==> config.mk <==
export PLATFORM = sky130hd
export DESIGN_NAME = hard_trap_arbiter
export DESIGN_NICKNAME = d
export VERILOG_FILES = /design/src/rtl/hta_pkg.sv /design/src/rtl/hta_pick.sv /design/src/rtl/hta_slot.sv /design/src/rtl/hta_rstgen.sv /design/src/rtl/hard_trap_arbiter.sv
export SDC_FILE = /design/constraint.sdc
export NUM_CORES = 1
export LEC_CHECK = 0
export BUFFER_PORTS_ARGS = -buffer_cell sky130_fd_sc_hd__clkbuf_2
export CAP_MARGIN = 20
export CORE_MARGIN = 2
export CORE_UTILIZATION = 54
export DETAILED_ROUTE_END_ITERATION = 10
export HOLD_SLACK_MARGIN = 0.03
export PLACE_DENSITY_LB_ADDON = 0.3
export SLEW_MARGIN = 25
export SYNTH_ARGS = -nofsm -noshare
export SYNTH_HDL_FRONTEND = slang
export SYNTH_SLANG_ARGS = --single-unit
==> constraint.sdc <==
create_clock -name clk -period 2.2 [get_ports clk]
set_clock_uncertainty 0.15 [all_clocks]
set_input_delay 0.44 -clock clk [delete_from_list [all_inputs] [get_ports clk]]
set_output_delay 0.44 -clock clk [all_outputs]
set_load 0.01 [all_outputs]
==> src/rtl/hta_pkg.sv <==
package hta_pkg;
  typedef enum logic [1:0] {
    TS_IDLE = 2'd0,
    TS_PEND = 2'd1,
    TS_ACKD = 2'd2,
    TS_SERV = 2'd3
  } trap_st_e;
endpackage

==> src/rtl/hta_pick.sv <==
// Fixed-rank picker: lowest bit index wins.
module hta_pick #(
  parameter int N     = 4,
  localparam int IDX_W = (N > 1) ? $clog2(N) : 1
) (
  input  logic [N-1:0]     req,
  output logic             any,
  output logic [IDX_W-1:0] idx,
  output logic [N-1:0]     sel
);
  always_comb begin
    idx = '0;
    for (int i = N - 1; i >= 0; i--) begin
      if (req[i]) idx = IDX_W'(i);
    end
    any = |req;
    sel = '0;
    if (any) sel[idx] = 1'b1;
  end
endmodule

==> src/rtl/hta_slot.sv <==
// Life cycle of one trap: idle, pending, acknowledged, in service.
module hta_slot
  import hta_pkg::*;
(
  input  logic     clk,
  input  logic     rst,
  input  logic     flush,
  input  logic     take,
  input  logic     ack_sel,
  input  logic     done_sel,
  output trap_st_e st
);
  always_ff @(posedge clk) begin
    if (rst || flush) begin
      st <= TS_IDLE;
    end else begin
      case (st)
        TS_IDLE: if (take)     st <= TS_PEND;
        TS_PEND: if (ack_sel)  st <= TS_ACKD;
        TS_ACKD:               st <= TS_SERV;
        TS_SERV: if (done_sel) st <= TS_IDLE;
        default:               st <= TS_IDLE;
      endcase
    end
  end

  // acknowledged lasts one cycle, then service
  a_r5_ack_to_serv: assert property (@(posedge clk) disable iff (rst)
    (st == TS_ACKD && !flush) |=> (st == TS_SERV));

  // a pending trap only leaves through acknowledge or flush
  a_r4_pend_hold: assert property (@(posedge clk) disable iff (rst)
    (st == TS_PEND && !ack_sel && !flush) |=> (st == TS_PEND));
endmodule

==> src/rtl/hta_rstgen.sv <==
// Conflict reset pulse timer and sticky cause flag.
module hta_rstgen #(
  parameter int RST_CYCLES = 4,
  localparam int CNT_W = $clog2(RST_CYCLES + 1)
) (
  input  logic clk,
  input  logic rst,
  input  logic conflict,
  input  logic cause_clr,
  output logic rst_act,
  output logic cause_flag
);
  logic [CNT_W-1:0] cnt;

  always_ff @(posedge clk) begin
    if (rst) begin
      cnt <= '0;
    end else if (conflict) begin
      cnt <= CNT_W'(RST_CYCLES);
    end else if (cnt != '0) begin
      cnt <= cnt - 1'b1;
    end
  end

  always_ff @(posedge clk) begin
    if (rst)            cause_flag <= 1'b0;
    else if (conflict)  cause_flag <= 1'b1;
    else if (cause_clr) cause_flag <= 1'b0;
  end

  assign rst_act = (cnt != '0);

  // counter never exceeds the pulse length
  a_r6_cnt_bound: assert property (@(posedge clk) disable iff (rst)
    cnt <= CNT_W'(RST_CYCLES));

  // once running, the pulse counts down one per cycle
  a_r6_count_down: assert property (@(posedge clk) disable iff (rst)
    (cnt != '0 && !conflict) |=> (cnt == $past(cnt) - 1'b1));

  // flag is set when the pulse starts
  a_r7_flag_on_pulse: assert property (@(posedge clk) disable iff (rst)
    $rose(rst_act) |-> cause_flag);
endmodule

==> src/rtl/hard_trap_arbiter.sv <==
module hard_trap_arbiter
  import hta_pkg::*;
#(
  parameter int N_TRAPS    = 4,
  parameter int RST_CYCLES = 4,
  parameter int SLOT_W     = 7,
  parameter int SLOT_BASE  = 2,
  localparam int IDX_W     = (N_TRAPS > 1) ? $clog2(N_TRAPS) : 1
) (
  input  logic               clk,
  input  logic               rst,
  input  logic [N_TRAPS-1:0] trap_evt,
  input  logic               trap_ack,
  input  logic               trap_done,
  input  logic               cause_clr,
  output logic               vec_req,
  output logic [IDX_W-1:0]   vec_idx,
  output logic [SLOT_W-1:0]  vec_slot,
  output logic               cpu_stall,
  output logic               ipl_hi,
  output logic               conflict_rst,
  output logic               cause_flag
);
  trap_st_e           st [N_TRAPS];
  logic [N_TRAPS-1:0] busy, pend, ackd, serv, hi_busy;
  logic [N_TRAPS-1:0] pend_sel, serv_sel;
  logic [IDX_W-1:0]   serv_idx;
  logic               pend_any, serv_any;
  logic               conflict, rst_act, flush;

  always_comb begin
    for (int i = 0; i < N_TRAPS; i++) begin
      busy[i] = (st[i] != TS_IDLE);
      pend[i] = (st[i] == TS_PEND);
      ackd[i] = (st[i] == TS_ACKD);
      serv[i] = (st[i] == TS_SERV);
    end
  end

  // A higher-ranked trap is busy or arriving now
  always_comb begin
    logic run;
    run = 1'b0;
    for (int i = 0; i < N_TRAPS; i++) begin
      hi_busy[i] = run;
      run = run | busy[i] | trap_evt[i];
    end
  end

  assign conflict = !rst_act && |(trap_evt & hi_busy);
  assign flush    = conflict | rst_act;

  hta_pick #(.N(N_TRAPS)) i_pend_pick (
    .req(pend), .any(pend_any), .idx(vec_idx), .sel(pend_sel)
  );

  hta_pick #(.N(N_TRAPS)) i_serv_pick (
    .req(serv), .any(serv_any), .idx(serv_idx), .sel(serv_sel)
  );

  for (genvar g = 0; g < N_TRAPS; g++) begin : g_slot
    hta_slot i_slot (
      .clk      (clk),
      .rst      (rst),
      .flush    (flush),
      .take     (trap_evt[g]),
      .ack_sel  (trap_ack & pend_sel[g]),
      .done_sel (trap_done & serv_sel[g]),
      .st       (st[g])
    );
  end

  hta_rstgen #(.RST_CYCLES(RST_CYCLES)) i_rstgen (
    .clk        (clk),
    .rst        (rst),
    .conflict   (conflict),
    .cause_clr  (cause_clr),
    .rst_act    (rst_act),
    .cause_flag (cause_flag)
  );

  assign vec_req      = pend_any;
  assign cpu_stall    = pend_any;
  assign vec_slot     = SLOT_W'(SLOT_BASE) + SLOT_W'(vec_idx);
  assign ipl_hi       = serv_any;
  assign conflict_rst = rst_act;

  // nothing outstanding while the reset pulse runs
  a_r6_pulse_clean: assert property (@(posedge clk) disable iff (rst)
    conflict_rst |-> (!vec_req && !ipl_hi && busy == '0));

  // the requested trap really is pending
  a_r3_req_pending: assert property (@(posedge clk) disable iff (rst)
    vec_req |-> (st[vec_idx] == TS_PEND));

  // at most one trap is acknowledged per cycle
  a_r4_one_ackd: assert property (@(posedge clk) disable iff (rst)
    $onehot0(ackd));

  // retirement picks the highest-ranked in-service trap
  a_r5_serv_pick: assert property (@(posedge clk) disable iff (rst)
    ipl_hi |-> (st[serv_idx] == TS_SERV));
endmodule

[Word level (Yosys, flattened, before mapping)]
Cells that the tools add are included.
Operators by class
  $lt $le $gt $ge: 4
  mux-type cells: 34
  bitwise operators: 15
  reduce and logical (&&, ||, !) cells: 23
  equal/unequal tests: 24
  add/sub/neg operators: 2
Operator list (number)
  $mux 2: 20
  $pmux 2 s4: 4
  $eq 2x2->1 const B: 8
  $ne 2x1->1 const B: 8
  $reduce_and 3->1: 4
  $reduce_or 4->1: 3
  $reduce_bool 2->1: 5
  $and 1x1->1: 8
  $eq 2x1->1 const B: 4
  $logic_not 2->1: 4
  $mux 4: 2
  $ne 2x2->1 const B: 4
  $lt 2x3->1 const B: 2
  $mux 3: 2
  $or 1x1->1: 6
  $and 4x4->4: 1
  $demux 1 s2: 2
  $ge 2x1->1 const B: 2
  $mux 1: 4
  $add 2x2->3 const A: 1
  $logic_and 1x1->1: 3
  $reduce_bool 3->1: 1
  $sub 3x1->3 const B: 1
  $reduce_or 2->1: 1
  2 further kinds: 2
Storage, ports and cells
  flip-flop bits (word level): 12

[Longest topological paths before layout]
  word-level depth: 13
  depth in mapped cells: 7

[Hierarchy]
Synthesis repeated with hierarchy kept, for this count alone.
Second synthesis, totals
  cells, all modules: 152
  area, all modules: 1167.4 µm²
By module, submodules not included
  hta_slot: times used 4, seq. area each 40.0 µm², cells each 19, area each 158.9 µm²
  hta_rstgen: times used 1, seq. area each 80.1 µm², cells each 21, area each 221.5 µm²
  hard_trap_arbiter: times used 1, seq. area each 0.0 µm², cells each 33, area each 210.2 µm²
  hta_pick: times used 2, seq. area each 0.0 µm², cells each 11, area each 50.0 µm²

[Worst setup path before layout]
Ideal clock, no wire load.
  kind: register -> register
  start: register g_slot[1].i_slot.st[1]
  end: register g_slot[2].i_slot.st[1]
  data arrival time: 1.759 ns
  period minus slack after synthesis: 2.030 ns
  buffers on the path: 0
  cell stages (with the launch flop): 7
  data required time: 1.929 ns
  setup slack: 0.170 ns
  path through: dfxtp_1 -> inv_1 -> ha_1 -> or3b_1 -> a222oi_1 -> mux2i_1 -> nor2_1
Between the ends
  cells in the longest elaborated chain, start to end: 11
Ends and longest elaborated chain
  from (decl): RTL line hta_slot.sv:11  | output trap_st_e st
  from (signal assigned): RTL line hta_slot.sv:15  | st <= TS_IDLE;
  from (signal assigned): RTL line hta_slot.sv:18  | TS_IDLE: if (take) st <= TS_PEND;
  from (signal assigned): RTL line hta_slot.sv:19  | TS_PEND: if (ack_sel) st <= TS_ACKD;
  $eq 2x2->1 or $eq 2x1->1 (tied branches): RTL line hard_trap_arbiter.sv:36, hard_trap_arbiter.sv:34
  $mux 2 (2 in series): RTL line hta_pick.sv:14  | if (req[i]) idx = IDX_W'(i);
  $lt 2x3->1 (implied by the code) or $ge 2x1->1 (tied branches): RTL line hta_pick.sv:18  | if (any) sel[idx] = 1'b1;
  $logic_and 1x1->1 (implied by the code): RTL line hta_pick.sv:18
  $mux 1 (implied by the code): RTL line hta_pick.sv:18
  $demux 1 s2
  $mux 4: RTL line hta_pick.sv:18
  $and 1x1->1 (on tied branches): RTL line hard_trap_arbiter.sv:68, hard_trap_arbiter.sv:67
  $ne 2x1->1 (no line)
  $reduce_and 3->1 (no line)
  to (signal assigned): RTL line hta_slot.sv:15
  to (signal assigned): RTL line hta_slot.sv:18
  to (signal assigned): RTL line hta_slot.sv:19
  to (decl): RTL line hta_slot.sv:11
Parallel ways exist; a longest one is shown, timed or not.
A chain may end at the register's enable or synchronous reset.

[Worst setup path after layout]
  start: register g_slot[1].i_slot.st[1]
  end: output port ipl_hi
Between the ends
  cells in the longest elaborated chain, start to end: 2
Ends and longest elaborated chain
  $eq 2x2->1: RTL line hard_trap_arbiter.sv:36  | serv[i] = (st[i] == TS_SERV);
  $reduce_or 4->1: RTL line hta_pick.sv:16  | any = |req;
  to (decl): RTL line hard_trap_arbiter.sv:20  | output logic ipl_hi,
No other way between the ends.

==> impl_metrics.py <==
metrics = {
    "floorplan": {
        "ios": 23,
        "die_h_um": 49.18,
        "die_w_um": 49.18,
        "core_area_um2": 1942,
        "initial_core_util_pct": 56.77,
        "dieArea_um2": 2419,
        "core.rowCount": 16,
    },
    "clock_tree": {
        "cts_tree": "yes",
        "clockBufferDepth": 2,
        "htreeDepth": 1,
        "clk_pin_slew_worst_paths_ps": 80,
        "cts_buffers": 3,
        "clk_latency_ps": 280,
        "clkSinkCount": 12,
        "root_buffer": "clkbuf_4",
    },
    "setup_path": {
        "crit_chain": "ha_4, buf_6, or4_1, buf_2",
        "cpPeakStageDelay_ps": 500,
        "critPathKind": "register to output pin",
        "cpMaxStageDelayCell": "or4_1",
        "cp_max_fo": 5,
        "arrival_ps": 1560,
        "startpoint_type": "register",
        "crit_required_ps": 1610,
        "crit_path_end_kind": "output pin",
    },
    "global_routing": {
        "grt_max_degree": 9,
        "antenna_found_initial": 0,
        "overflow": 0,
        "grt_pass1_wl_mm": 3.981,
        "grt_pass1_vias": 888,
        "grt_use_total_pct": 20.89,
    },
    "placed_design": {
        "dpl.hpwl_mm": 1.785,
        "place_congestion": 0.8525,
        "port_buffers": 18,
        "placed_cells": 178,
    },
    "sta": {
        "slew_headroom_pct": 55.87,
        "setup_violations": 0,
        "tightest_slew_ps": 662.0,
        "hold_viol_final": 0,
        "setup_tns_ps": 0,
        "final.min_clock_period_ps": 2148,
        "period_share_pct": 97.63,
        "timing.fmax_ghz": 0.4656,
        "rsz0062_at_grt": "true",
        "slew_violations": 0,
    },
    "detailed_routing": {
        "vias": 985,
        "drtIter0Drc": 43,
        "drcViolationCount": 0,
        "drtPass1Iterations": 4,
        "routed_via_density": 5.267,
        "wl_per_cell_um": 12.65,
        "antenna_left": 0,
        "totalWireLength_mm": 2.365,
    },
    "final_layout": {
        "fin_nets": 195,
        "drive_gt1_share_pct": 28.13,
        "area_growth_syn_to_layout_pct": 23.16,
        "fin_cells": 187,
        "diodes": 0,
    },
    "yosys": {
        "postSynth.asyncResetShare_pct": 0,
        "synth_edf_count": 0,
        "synth_seq_area_share_pct": 21.79,
        "ys.flop_type": "dfxtp_1",
        "synth_seq_cells": 12,
        "ys_types": 33,
        "yosysWarnings": 0,
        "syn_area_per_cell_um2": 8.351,
        "syn_area_um2": 1102,
        "syn_inst": 132,
    },
    "power": {
        "power_leakage_uw": 0.0006436,
        "cellPowerDensity_nw_per_um2": 587.3,
        "irDropWorstVdd_mv": 0.6093,
        "power_uw": 797.3,
    },
    "run": {
        "maxCapViolations": 0,
    },
    "min_path": {
        "hold_path_class": "input port to register",
    },
    "outcome": {
        "status": "complete, no violations",
    },
}
power by group:
| group | leakage (uW) | switching (uW) | internal [uW] |
|---|---|---|---|
| clock network | 0.0000210 | 79.3 | 101 |
| registers | 0.000101 | 24.0 | 249 |
| logic | 0.000521 | 199 | 145 |
| total | 0.000644 | 303 | 495 |
synthesized netlist by cell type, types with 2 or more instances:
master,count,area [um2]
a222oi_1,3,30.03
nor2_1,11,41.29
nor4_1,2,12.51
o21ai_0,3,15.01
nand2b_1,9,56.30
nor3_1,4,20.02
ha_1,25,312.8
inv_1,17,63.81
buf_4,7,52.55
nand3_1,2,10.01
a211oi_1,2,15.01
a21oi_1,8,40.04
dfxtp_1,12,240.2
a22oi_1,2,15.01
mux2i_1,2,20.02
a22o_1,2,17.52
nand2_1,5,18.77
state kept, by name (all words and copies together), names as in the netlist:
signal and count:
g_slot.i_slot.st 8, i_rstgen.cause_flag 1, i_rstgen.cnt 3
metal layers:
metal	GRT usage, %	up-vias	routed length, um
li1	-	500	-
met1	25.90	457	1050
met2	36.26	26	1184
met3	6.135	2	122
met4	2.857	0	8
met5	0	-	0
cells in the final DEF, fill, tap and decap left out, types with 2 or more instances in the layout:
| master | instances |
|---|---|
| nand2_1 | 4 |
| dfxtp_4 | 4 |
| ha_4 | 2 |
| dfxtp_1 | 7 |
| a22o_1 | 2 |
| inv_1 | 17 |
| buf_4 | 10 |
| conb_1 | 4 |
| clkbuf_2 | 17 |
| nand2b_1 | 9 |
| a22oi_1 | 2 |
| nor3_1 | 4 |
| nor4_1 | 2 |
| mux2i_1 | 2 |
| a21oi_1 | 7 |
| clkbuf_4 | 3 |
| a222oi_1 | 3 |
| nor2_1 | 10 |
| o21ai_0 | 2 |
| a211oi_1 | 2 |
| nand3_1 | 2 |
| ha_1 | 23 |
worst max-delay path, delay by kind of cell (launching register included):
family	cells	cell delay, ps
adder cells (fa/ha/maj)	1	160
buffers and inverters	2	250
AND/OR/NAND/NOR	1	500
flip-flops	1	370
layout make-up:
class,instances,area [um2]
fill,155,584.3
clock buffer,4,36.28
inverter,17,63.81
timing repair buffer,29,176.4
multi-input combinational,98,790.8
tap,27,33.78
sequential,12,256.5
metrics by stage:
stage	hold slack (ps)	instance area, um2	setup WS [ps]	util (%)
global placement	309.2	1226	177.4	63.14
CTS	219.5	1277	10.42	65.79
floorplan	326.8	1114	169.6	-
finish	219.1	1358	52.14	69.91
global route	238.8	1358	-9.582	69.91
detailed placement	323.5	1226	83.01	63.14
worst paths after layout:
kind | from | to | slack (ps) | cells after the start
worst min register to register | i_rstgen.cause_flag$_SDFFE_PP0P_ | i_rstgen.cause_flag$_SDFFE_PP0P_ | 330 | 2
worst max register to register | g_slot[1].i_slot.st[1]$_SDFFE_PP0P_ | g_slot[2].i_slot.st[1]$_SDFFE_PP0P_ | 80 | 7
worst max-delay path | g_slot[1].i_slot.st[1]$_SDFFE_PP0P_ | ipl_hi | 50 | 4
worst min-delay path | rst | i_rstgen.cnt[2]$_SDFFE_PP0P_ | 220 | 2
cells by family (layout without fill, tap and decap cells):
kind of cell / after synthesis / in the layout / share of synthesized area (%)
buffers and inverters: 25 / 50 / 10.90
AND/OR/NAND/NOR: 41 / 41 / 20.21
XOR/XNOR: 1 / 1 / 0.7947
other: 1 / 4 / 0.3402
adder cells (fa/ha/maj): 25 / 25 / 28.38
flip-flops: 12 / 12 / 21.79
AO/OA/AOI/OAI: 25 / 25 / 15.78
multiplexers: 2 / 2 / 1.816
timing repair:
| item | in CTS | in global routing |
|---|---|---|
| endpoints found under the hold margin | 0 | 0 |
| endpoints found under the setup margin | 3 | 17 |
| gates resized for setup | 4 | 16 |
| pin swaps | 0 | 4 |
| setup buffers | 1 | 4 |
| hold buffers | 0 | 0 |
Note: power is estimated with default switching activity, not from simulation.
